<file path="config.mk">
export PLATFORM = sky130hd
export DESIGN_NAME = rx_pwrdown_seq
export DESIGN_NICKNAME = d
export VERILOG_FILES = /design/src/rtl/rx_pwrdown_pkg.sv /design/src/rtl/rx_pwrdown_ctrl.sv /design/src/rtl/rx_pwrdown_dp.sv /design/src/rtl/rx_pwrdown_seq.sv
export SDC_FILE = /design/constraint.sdc
export NUM_CORES = 1
export LEC_CHECK = 0
export BUFFER_PORTS_ARGS = -buffer_cell sky130_fd_sc_hd__buf_2
export CORE_ASPECT_RATIO = 0.7
export CORE_UTILIZATION = 58
export CTS_CLUSTER_SIZE = 28
export DETAILED_ROUTE_END_ITERATION = 16
export PLACE_DENSITY = 0.89
export SKIP_LAST_GASP = 1
export SLEW_MARGIN = 20
export SYNTH_ARGS = -nofsm -noshare
export SYNTH_HDL_FRONTEND = slang
export SYNTH_HIERARCHICAL = 1
export SYNTH_SLANG_ARGS = --single-unit
</file>
<file path="constraint.sdc">
create_clock -name clk -period 4.1 [get_ports clk]
set_input_delay 1.025 -clock clk [delete_from_list [all_inputs] [get_ports clk]]
set_output_delay 1.025 -clock clk [all_outputs]
set_load 0.02 [all_outputs]
</file>
<file path="src/rtl/rx_pwrdown_pkg.sv">
`timescale 1ns/1ps
package rx_pwrdown_pkg;
  localparam int WORD_W = 16;
  localparam int ADDR_W = 8;

  localparam logic [ADDR_W-1:0] REG_CTRL  = 8'h02;
  localparam logic [ADDR_W-1:0] REG_GPIO  = 8'h04;
  localparam logic [ADDR_W-1:0] REG_AUDIO = 8'h07;

  localparam int BIT_EN      = 0;
  localparam int BIT_DIS     = 6;
  localparam int BIT_HIZ     = 14;
  localparam int BIT_MUTEOFF = 15;

  localparam logic [WORD_W-1:0] GPIO_CLR = 16'h0033;
  localparam logic [WORD_W-1:0] GPIO_SET = 16'h0022;

  typedef enum logic [1:0] {MOD_AUDIO, MOD_GPIO, MOD_CTRL} modSel_t;

  typedef struct packed {
    logic    capture;
    modSel_t sel;
    logic    timerClr;
    logic    timerRun;
  } dpStrobe_t;

  function automatic logic [WORD_W-1:0] modWord(modSel_t s, logic [WORD_W-1:0] w);
    logic [WORD_W-1:0] r;
    r = w;
    case (s)
      MOD_AUDIO: r[BIT_HIZ] = 1'b1;
      MOD_GPIO:  r = (w & ~GPIO_CLR) | GPIO_SET;
      default: begin
        r[BIT_MUTEOFF] = 1'b0;
        r[BIT_EN]      = 1'b1;
        r[BIT_DIS]     = 1'b1;
      end
    endcase
    return r;
  endfunction
endpackage

</file>
<file path="src/rtl/rx_pwrdown_ctrl.sv">
`timescale 1ns/1ps
module rx_pwrdown_ctrl
  import rx_pwrdown_pkg::*;
(
  input  logic              clk,
  input  logic              rstN,
  input  logic              startReq,
  input  logic              hizOpt,
  input  logic              busAck,
  input  logic              allClear,
  input  logic              timerDone,
  output logic              busWrReq,
  output logic              busRdReq,
  output logic [ADDR_W-1:0] busAddr,
  output logic              busy,
  output logic              doneP,
  output logic              timeoutP,
  output dpStrobe_t         stb
);
  typedef enum logic [2:0] {
    ST_IDLE, ST_RD_AUD, ST_WR_AUD, ST_RD_GP, ST_WR_GP, ST_RD_CT, ST_WR_CT, ST_POLL
  } state_t;

  state_t st, stNxt;
  logic pollOk, pollExpire;

  assign pollOk     = (st == ST_POLL) && busAck && allClear;
  assign pollExpire = (st == ST_POLL) && !pollOk && timerDone;

  always_comb begin
    stNxt        = st;
    stb          = '0;
    stb.sel      = MOD_CTRL;
    case (st)
      ST_IDLE:   if (startReq) stNxt = hizOpt ? ST_RD_AUD : ST_RD_GP;
      ST_RD_AUD: begin
        stb.sel = MOD_AUDIO;
        if (busAck) begin stb.capture = 1'b1; stNxt = ST_WR_AUD; end
      end
      ST_WR_AUD: if (busAck) stNxt = ST_RD_GP;
      ST_RD_GP: begin
        stb.sel = MOD_GPIO;
        if (busAck) begin stb.capture = 1'b1; stNxt = ST_WR_GP; end
      end
      ST_WR_GP:  if (busAck) stNxt = ST_RD_CT;
      ST_RD_CT:  if (busAck) begin stb.capture = 1'b1; stNxt = ST_WR_CT; end
      ST_WR_CT:  if (busAck) begin stb.timerClr = 1'b1; stNxt = ST_POLL; end
      ST_POLL: begin
        stb.timerRun = 1'b1;
        if (pollOk || pollExpire) stNxt = ST_IDLE;
      end
      default:   stNxt = ST_IDLE;
    endcase
  end

  always_ff @(posedge clk or negedge rstN) begin
    if (!rstN) begin
      st       <= ST_IDLE;
      doneP    <= 1'b0;
      timeoutP <= 1'b0;
    end else begin
      st       <= stNxt;
      doneP    <= pollOk;
      timeoutP <= pollExpire;
    end
  end

  always_comb begin
    busRdReq = 1'b0;
    busWrReq = 1'b0;
    busAddr  = '0;
    case (st)
      ST_RD_AUD: begin busRdReq = 1'b1; busAddr = REG_AUDIO; end
      ST_WR_AUD: begin busWrReq = 1'b1; busAddr = REG_AUDIO; end
      ST_RD_GP:  begin busRdReq = 1'b1; busAddr = REG_GPIO;  end
      ST_WR_GP:  begin busWrReq = 1'b1; busAddr = REG_GPIO;  end
      ST_RD_CT,
      ST_POLL:   begin busRdReq = 1'b1; busAddr = REG_CTRL;  end
      ST_WR_CT:  begin busWrReq = 1'b1; busAddr = REG_CTRL;  end
      default: ;
    endcase
  end

  assign busy = (st != ST_IDLE);
endmodule

</file>
<file path="src/rtl/rx_pwrdown_dp.sv">
`timescale 1ns/1ps
module rx_pwrdown_dp
  import rx_pwrdown_pkg::*;
#(
  parameter int TIMEOUT_CYC = 320000
)(
  input  logic              clk,
  input  logic              rstN,
  input  dpStrobe_t         stb,
  input  logic [WORD_W-1:0] busRdata,
  output logic [WORD_W-1:0] busWdata,
  output logic              allClear,
  output logic              timerDone
);
  localparam int TW = $clog2(TIMEOUT_CYC + 1);
  localparam logic [TW-1:0] LAST = TW'(TIMEOUT_CYC - 1);

  logic [WORD_W-1:0] shadow;
  logic [TW-1:0]     waitCnt;

  always_ff @(posedge clk or negedge rstN) begin
    if (!rstN)            shadow <= '0;
    else if (stb.capture) shadow <= modWord(stb.sel, busRdata);
  end

  always_ff @(posedge clk or negedge rstN) begin
    if (!rstN)             waitCnt <= '0;
    else if (stb.timerClr) waitCnt <= '0;
    else if (stb.timerRun && waitCnt != LAST) waitCnt <= waitCnt + 1'b1;
  end

  assign busWdata  = shadow;
  assign allClear  = !busRdata[BIT_EN] && !busRdata[BIT_DIS];
  assign timerDone = (waitCnt == LAST);
endmodule

</file>
<file path="src/rtl/rx_pwrdown_seq.sv">
`timescale 1ns/1ps
module rx_pwrdown_seq
  import rx_pwrdown_pkg::*;
#(
  parameter int TIMEOUT_CYC = 320000
)(
  input  logic        clk,
  input  logic        rstN,
  input  logic        startReq,
  input  logic        hizOpt,
  input  logic        busAck,
  input  logic [15:0] busRdata,
  output logic        busWrReq,
  output logic        busRdReq,
  output logic [7:0]  busAddr,
  output logic [15:0] busWdata,
  output logic        busy,
  output logic        doneP,
  output logic        timeoutP
);
  dpStrobe_t stb;
  logic allClear, timerDone;

  rx_pwrdown_ctrl ctrl_i (
    .clk(clk), .rstN(rstN), .startReq(startReq), .hizOpt(hizOpt), .busAck(busAck),
    .allClear(allClear), .timerDone(timerDone), .busWrReq(busWrReq), .busRdReq(busRdReq),
    .busAddr(busAddr), .busy(busy), .doneP(doneP), .timeoutP(timeoutP), .stb(stb)
  );

  rx_pwrdown_dp #(.TIMEOUT_CYC(TIMEOUT_CYC)) dp_i (
    .clk(clk), .rstN(rstN), .stb(stb), .busRdata(busRdata), .busWdata(busWdata),
    .allClear(allClear), .timerDone(timerDone)
  );
endmodule

</file>
==> out/qor.txt, run 1 <==
status: finished, final reports clean
final wirelength: 4660 um
ordered cell list for the critical path: inv_1 > ha_1 > or2_2 > buf_2
total gr overflow: 0
FFs w/ async S/R, synth: 1.00
critical path launch point type: register
EDFF count, synth: 0
Arr. time, crit path: 1.54 ns
RSZ-0062 raised after global routing: false
share of cells above drive strength 1: 0.280
# clock sinks: 40
Core ar.: 3560 um^2
clock-pin slew on the worst setup and hold paths: 0.08 ns
Row Count: 18
crit path kind: register to output port
clk_lat worst skew: 0.29 ns
Clk Tree Root Cell: clkbuf_8
total power draw: 1930 uW
pre-CTS setup slack: 1.56 ns
CP max stage delay: 0.43 ns
leading area contributor after synthesis: dfrtp_1
Synth top area share: 0.458
Residual DRC: 0
fin crit share: 0.624
gpl congestion: 0.840
Ports: 50
max-cap violations: 0
first-pass iteration count of the detailed router: 4
Hold Vio Cnt, Final: 0
P&R area growth vs syn: 15.4%
DIE AREA: 4020 um^2
fillers: 283
Syn. warnings: 6
crit path buf inv count: 2
Post-synth top cells: dfrtp_1, a21oi_1, nor2_1
most used routing layer: met2
Clk pwr share: 0.165
P per Cell Area: 767 nW/um^2
Max Buffers Root-to-Sink: 2
Final Max Tran Viols: 0
Final Critical Period: 2.56 ns
Vias: 1823
register bit total from synthesis: 40
PortBufs: 44
Worst Path Max Fanout: 6
Setup Buffers After CTS: 0
Int Power: 1100 uW
TritonCTS clock tree: yes
Crit path required time: 3.07 ns
Post-CTS Resized: 0
register share of total power: 0.379
pin count of the biggest net entering global routing: 41
Initial Utilization: 0.614
Comb pwr share: 0.456
Worst Slack Setup Final: 1.54 ns
main area contributors after synthesis: dfrtp_1, a21oi_1, mux2_2, nor2_1, o31ai_1
initial DRC count: 135
critical path endpoint category: output port
worst-case clock skew: 0.00590 ns
first-pass GRT wire length: 7650 um
Peak Freq: 391 MHz
CTS Hold Bufs: 0
Worst VDD drop: 0.620 mV
GR Util met3: 0.0610
fin nets: 289
Tightest Hold Check Type: register to register
Die W: 75.3 um
Fin Setup TNS: 0 ns
Fin Hold WS: 0.507 ns
GRT Util Overall: 0.265
grt met1 use: 0.350
fin util: 0.708
initial antenna violation count: 0
Switching Power: 827 uW
CP top delay family: flip-flops
antenna cells: 0
cells after synthesis: 222
Crit-path slowest cell: dfrtp_1
Sw Share: 0.428
final antenna-violating net count: 0
Die H: 53.3 um
# setup viols final: 0
Seq/Total Area, Yosys: 0.458
CTS buffer count: 5
Vias per Instance: 5.81
P_leak: 0.00115 uW
Top FF cell, synth: dfrtp_1
Max-slew headroom: 0.420
Mapped Area: 2180 um^2
number of distinct library cells after synthesis: 48
dpl hpwl: 3240 um
H-Tree Depth: 2
Routed WL per cell: 14.9 um
GRT met2 Usage: 0.427
top-count cell post-synth: dfrtp_1
vias in the first global route: 1680
Worst Tran Pin Value: 0.871 ns
syn_area_per_cell: 9.83 um^2
==> sequential cells by signal, indices dropped and copies added (netlist names) <==
register,cells
ctrl_i/st,3
ctrl_i/timeoutP,1
dp_i/waitCnt,19
ctrl_i/doneP,1
dp_i/busWdata,16
==> layout make-up <==
cell class	count	area, um^2	area share
timing repair buffer	44	220	0.0874
sequential	40	1000	0.397
clock inverter	3	47.5	0.0189
clock buffer	5	68.8	0.0273
tap	50	62.6	0.0248
multi-input combinational	162	1080	0.429
inverter	10	37.5	0.0149
==> through the flow <==
step / std cells / area, um^2
after floorplan: 226 / 2200
after global placement: 306 / 2400
after detailed placement: 306 / 2400
after CTS: 314 / 2520
after global routing: 314 / 2520
final: 314 / 2520
==> layout by cell type (no fill, tap or decap), types with 2 or more instances in the layout <==
cell type / synthesis / final
a21oi_1: 22 / 22
a31oi_1: 2 / 2
and2_1: 2 / 2
and3_1: 3 / 3
and3_2: 2 / 2
buf_2: 0 / 44
clkbuf_8: 0 / 5
clkinv_4: 0 / 2
conb_1: 1 / 5
dfrtp_1: 40 / 40
ha_1: 5 / 5
inv_1: 10 / 10
mux2_1: 4 / 4
mux2_2: 9 / 9
mux2i_1: 2 / 2
nand2_1: 8 / 8
nand2_2: 2 / 2
nand2b_1: 5 / 5
nand3_1: 8 / 8
nand4_1: 7 / 7
nor2_1: 22 / 22
nor2b_1: 5 / 5
nor3_1: 2 / 2
nor4_1: 2 / 2
o21ai_0: 3 / 3
o31ai_1: 9 / 9
or2_2: 2 / 2
or3_1: 3 / 3
or4_1: 9 / 9
==> cell families (layout without fill, tap and decap cells) <==
family,Yosys count,count (layout),synth area share
muxes,16,16,0.0831
buffers and inverters,24,62,0.0533
and+or+nand+nor,90,90,0.240
AOI/OAI and AO/OA,46,46,0.135
other,1,5,0.00172
DFF,40,40,0.458
adders and majority gates,5,5,0.0287
==> worst paths after layout <==
path,slack [ns],end,cells past startpoint,startpoint
setup / recovery,1.54,busRdReq,4,ctrl_i/st[1]
max in group asynchronous,2.71,dp_i/busWdata[3],1,rstN
setup reg to reg,1.56,ctrl_i/st[2],6,dp_i/waitCnt[16]
hold reg to reg,0.51,dp_i/busWdata[12],1,dp_i/busWdata[12]
min in group asynchronous,0.85,dp_i/waitCnt[4],1,rstN
hold / removal,0.51,dp_i/busWdata[12],1,dp_i/busWdata[12]
==> worst register-to-register path, stage by stage, from the launching register on <==
cell,delay (ns)
dfrtp_1,0.42
or4_4,0.58
nor4_4,0.49
and2_1,0.22
nor3b_1,0.07
or4_1,0.41
a22o_1,0.25
==> metal layers <==
metal	up-vias	wire, um
li1	874	-
met1	880	2150
met2	63	2200
met3	6	271
met4	0	43
met5	-	0
==> power by group through the flow <==
stage / registers [uW] / clock network (uW) / logic (uW)
2_1_floorplan: 783 / 0 / 562
3_3_place_gp: 718 / 0 / 831
3_5_place_dp: 728 / 0 / 869
4_1_cts: 728 / 329 / 880
5_1_grt: 758 / 342 / 961
6_report: 731 / 319 / 881
(Power assumes the default switching activity.)
==> run 2, diff against run 1 <==
--- a/config.mk
+++ b/config.mk
@@ -7,10 +7,10 @@
 export LEC_CHECK = 0
 export BUFFER_PORTS_ARGS = -buffer_cell sky130_fd_sc_hd__buf_2
 export CORE_ASPECT_RATIO = 0.7
-export CORE_UTILIZATION = 58
+export CORE_UTILIZATION = 54
 export CTS_CLUSTER_SIZE = 28
 export DETAILED_ROUTE_END_ITERATION = 16
-export PLACE_DENSITY = 0.89
+export PLACE_DENSITY = 0.84
 export SKIP_LAST_GASP = 1
 export SLEW_MARGIN = 20
 export SYNTH_ARGS = -nofsm -noshare
==> constraint.sdc (replaced) <==
create_clock -name clk -period 2.45 [get_ports clk]
set_input_delay 0.6125 -clock clk [delete_from_list [all_inputs] [get_ports clk]]
set_output_delay 0.6125 -clock clk [all_outputs]
set_load 0.02 [all_outputs]
==> run 2 against run 1 <==
  * Sequential power grew 67%
  * Register-to-register slack lost 1.4 ns
  * Global-route usage shrank 2.5 points
  * Final area grew 2.6%
  * Clock power grew 78%
  * Sequential cell count is the same
  * Critical endpoint is now ctrl_i/st[2]
  * Largest power group unchanged
==> out/qor.txt, run 2 (synthesized netlist as in run 1, its figures left out) <==
Switching Power: 1380 uW
Comb pwr share: 0.454
H-Tree Depth: 2
pin count of the biggest net entering global routing: 25
Setup Buffers After CTS: 0
worst-case clock skew: 0.00464 ns
antenna cells: 0
Worst VDD drop: 0.995 mV
TritonCTS clock tree: yes
Post-CTS Resized: 0
Routed WL per cell: 14.6 um
Ports: 50
first-pass GRT wire length: 8110 um
vias in the first global route: 1752
Row Count: 18
initial DRC count: 121
first-pass iteration count of the detailed router: 4
Core ar.: 3690 um^2
P_leak: 0.00119 uW
Largest Register: dp_i/waitCnt
Fin Setup TNS: 0 ns
dpl hpwl: 3370 um
register share of total power: 0.373
fin crit share: 0.921
RSZ-0062 raised after global routing: false
share of cells above drive strength 1: 0.301
final wirelength: 4720 um
fin nets: 297
status: finished, final reports clean
GRT Util Overall: 0.240
Int Power: 1910 uW
initial antenna violation count: 0
Die H: 55.2 um
Die W: 78 um
# setup viols final: 0
total gr overflow: 0
max reg flops: 19
critical path endpoint category: register
critical path launch point type: register
CTS Hold Bufs: 0
Arr. time, crit path: 2.43 ns
commonest non-fill, non-tap cells in the layout: buf_2, dfrtp_1, nor2_1, a21oi_1, inv_1
Crit path required time: 2.63 ns
DIE AREA: 4310 um^2
final antenna-violating net count: 0
Max Buffers Root-to-Sink: 2
Placed Instance Area: 2460 um^2
Final Critical Period: 2.26 ns
Vias: 1852
max-cap violations: 0
# clock sinks: 40
CTS buffer count: 5
Initial Utilization: 0.591
Sw Share: 0.420
Fin Hold WS: 0.247 ns
Residual DRC: 0
Tightest Hold Check Type: input port to asynchronous set/reset pin
Worst Tran Pin Value: 0.689 ns
Reg2Reg Setup Slack: 0.19 ns
most common cell after layout, fill and taps aside: buf_2
Vias per Instance: 5.75
Final Max Tran Viols: 0
final instance area: 2580 um^2
P per Cell Area: 1270 nW/um^2
Worst Path Max Fanout: 5
Clk Tree Root Cell: clkbuf_8
Max-slew headroom: 0.538
crit path kind: register to register
Clk pwr share: 0.173
Hold Vio Cnt, Final: 0
clk_lat worst skew: 0.29 ns
P&R area growth vs syn: 18.3%
gpl congestion: 0.844
PortBufs: 44
clock-pin slew on the worst setup and hold paths: 0.08 ns
Peak Freq: 443 MHz
run 2: cell types whose count changed in the layout (fill, tap and decap cells not counted):
cell	before	now
clkbuf_8	5	6
clkinv_4	2	1
buf_4	0	8
run 2: per-stage QoR:
step | setup slack [ns] | total power [uW] | std cells | utilization
floorplan | 0.110 | 2250 | 226 | -
global placement | 0.273 | 2640 | 314 | 0.667
detailed placement | 0.225 | 2710 | 314 | 0.667
CTS | 0.214 | 3300 | 322 | 0.700
global route | 0.110 | 3530 | 322 | 0.700
finish | 0.194 | 3280 | 322 | 0.700
run 2: critical path: stages (launching register included):
cell,delay [ns]
dfrtp_1,0.43
or4_4,0.58
nor4_4,0.23
and2_1,0.18
nor3b_1,0.07
or4_1,0.41
a22o_1,0.25
run 2: power by group through the flow:
stage	Combinational [uW]	Clock [uW]	Sequential, uW
after CTS	1500	583	1220
after global routing	1640	618	1270
after floorplan	940	0	1310
after detailed placement	1490	0	1220
final	1490	569	1220
after global placement	1430	0	1210
run 2: metal layers:
layer	routed length (um)	track usage	up-vias
li1	-	-	896
met2	2240	0.363	61
met5	0	0	-
met1	2130	0.332	887
met3	282	0.0678	8
met4	62	0.0847	0
run 2: path summary, 6_finish.rpt:
path / startpoint / end / cells after the start
max in group asynchronous: rstN / dp_i/busWdata[11] / 2
worst min register to register: dp_i/busWdata[10] / dp_i/busWdata[10] / 1
worst max register to register: dp_i/waitCnt[16] / ctrl_i/st[2] / 6
worst max-delay path: dp_i/waitCnt[16] / ctrl_i/st[2] / 6
min in group clk: dp_i/busWdata[10] / dp_i/busWdata[10] / 1
worst min-delay path: rstN / dp_i/waitCnt[5] / 1
run 2: final cells by class:
type                            count  area (um^2)
Fill cell                         293         1110
Tap cell                           50         62.6
Clock buffer                        6         82.6
Sequential cell                    40         1000
Multi-Input combinational cell    162         1080
Inverter                           10         37.5
Clock inverter                      2         38.8
Timing Repair Buffer               52          280
==> run 3, diff against run 2 <==
--- a/config.mk
+++ b/config.mk
@@ -6,11 +6,12 @@
 export NUM_CORES = 1
 export LEC_CHECK = 0
 export BUFFER_PORTS_ARGS = -buffer_cell sky130_fd_sc_hd__buf_2
-export CORE_ASPECT_RATIO = 0.7
+export CORE_ASPECT_RATIO = 1.4
 export CORE_UTILIZATION = 54
 export CTS_CLUSTER_SIZE = 28
 export DETAILED_ROUTE_END_ITERATION = 16
 export PLACE_DENSITY = 0.84
+export REMOVE_ABC_BUFFERS = 1
 export SKIP_LAST_GASP = 1
 export SLEW_MARGIN = 20
 export SYNTH_ARGS = -nofsm -noshare
==> run 3 against run 2 <==
  * Routed wire length decreased by 1.1%
  * Register-to-register slack got worse by 0.02 ns
  * Clock power decreased by 28%
  * Combinational power about the same
  * First-iteration DRC count decreased by 58%
  * Via count decreased by 1.7%
  * Clock-buffer cell count unchanged
  * Sequential power about the same
  * Highest routed layer unchanged
  * Cell count decreased by 2.2%
  * Sequential cell count unchanged
  * Critical path depth unchanged
==> out/qor.txt, run 3 (synthesized netlist as in run 1, its figures left out) <==
Ports: 50
crit path buf inv count: 0
Crit path required time: 2.63 ns
max-cap violations: 0
Vias per Instance: 5.78
Worst Tran Pin Value: 0.626 ns
# setup viols final: 0
final instance area: 2540 um^2
first-pass GRT wire length: 7650 um
Worst VDD drop: 1.02 mV
worst-case clock skew: 0.00572 ns
Core ar.: 3920 um^2
most common cell after layout, fill and taps aside: buf_2
Crit-path slowest cell: or4_4
initial antenna violation count: 0
Largest Register: dp_i/waitCnt
initial DRC count: 51
P per Cell Area: 1220 nW/um^2
Fin Setup TNS: 0 ns
first-pass iteration count of the detailed router: 6
CTS Hold Bufs: 0
status: finished, final reports clean
Final Critical Period: 2.27 ns
Max-slew headroom: 0.580
clock-pin slew on the worst setup and hold paths: 0.07 ns
share of cells above drive strength 1: 0.298
Arr. time, crit path: 2.46 ns
CP max stage delay: 0.58 ns
Routed WL per cell: 14.8 um
final antenna-violating net count: 0
TritonCTS clock tree: yes
fin crit share: 0.928
Residual DRC: 0
critical path endpoint category: register
Storage cell area: 1000 um^2
critical path launch point type: register
pin count of the biggest net entering global routing: 26
RSZ-0062 raised after global routing: false
gpl congestion: 0.800
clk_lat worst skew: 0.29 ns
Final Max Tran Viols: 0
final wirelength: 4670 um
Initial Utilization: 0.557
PortBufs: 44
Worst Path Max Fanout: 5
Peak Freq: 440 MHz
vias in the first global route: 1785
Die W: 55.7 um
fillers: 329
Vias: 1820
Placed Instance Area: 2460 um^2
Row Count: 27
total gr overflow: 0
Tightest Hold Check Type: input port to asynchronous set/reset pin
CTS buffer count: 5
max reg flops: 19
P_leak: 0.00118 uW
fin nets: 298
P&R area growth vs syn: 16.3%
antenna cells: 0
Clk Tree Root Cell: clkbuf_8
commonest non-fill, non-tap cells in the layout: buf_2, dfrtp_1, nor2_1, a21oi_1, inv_1
H-Tree Depth: 2
area of the multi-input gates: 1080 um^2
GRT Util Overall: 0.228
Die H: 77.2 um
Setup Buffers After CTS: 0
# clock sinks: 40
CP top delay family: simple AND/OR/NAND/NOR gates
dpl hpwl: 3500 um
Max Buffers Root-to-Sink: 2
Post-CTS Resized: 0
DIE AREA: 4310 um^2
crit path kind: register to register
Hold Vio Cnt, Final: 0
ordered cell list for the critical path: or4_4 > nor4_4 > and2_1 > nor3b_1 > or4_1 > a22o_1
==> run 3: cell types whose count changed in the layout (fill, tap and decap cells not counted), sizes merged <==
cell	before	now
bufinv	1	0
buf	52	53
==> run 3: final cells by class <==
cell class                 instances  share of cell area
timing repair buffer              53               0.113
tap                               43              0.0212
sequential                        40               0.394
clock buffer                       6              0.0286
clock inverter                     1             0.00197
inverter                          10              0.0148
multi-input combinational        162               0.426
==> run 3: metal layers <==
metal | routed length [um] | part of all wire | up-vias | GRT usage
met5 | 0 | 0 | - | 0
met4 | 116 | 0.025 | 0 | 0.113
met3 | 142 | 0.030 | 12 | 0.0455
met2 | 2550 | 0.55 | 40 | 0.427
met1 | 1850 | 0.40 | 876 | 0.237
li1 | - | - | 892 | -
==> run 3: metrics by stage <==
stage               cells   util  power [uW]  setup WS [ns]  hold WS (ns)
global route          315  0.648        3310          0.107         0.337
CTS                   315  0.648        3110          0.184         0.308
detailed placement    308  0.628        2700          0.192         0.494
global placement      308  0.628        2630          0.268         0.485
finish                315  0.648        3090          0.176         0.302
floorplan             212      -        2220          0.110         0.317
==> run 3: path summary, 6_finish.rpt <==
check                                    end  slack, ns              from  cells past startpoint
setup / recovery                ctrl_i/st[2]       0.18  dp_i/waitCnt[16]                      6
hold / removal              dp_i/waitCnt[18]       0.30              rstN                      1
setup reg to reg                ctrl_i/st[2]       0.18  dp_i/waitCnt[16]                      6
hold reg to reg             dp_i/busWdata[8]       0.51  dp_i/busWdata[8]                      1
max in group asynchronous  dp_i/busWdata[13]       1.60              rstN                      2
min in group clk            dp_i/busWdata[8]       0.51  dp_i/busWdata[8]                      1
==> run 3: worst register-to-register path, delay by kind of cell (launching register included) <==
family          cells  cell delay, ns
flops               1            0.43
simple gates        5            1.51
compound gates      1            0.24
==> run 3: report_power, final <==
part | switching, uW | total [uW] | internal, uW | leakage, uW
Combinational | 855 | 1480 | 620 | 0.000648
Clock | 214 | 408 | 194 | 0.0000410
Sequential | 265 | 1210 | 946 | 0.000489
Total | 1330 | 3090 | 1760 | 0.00118
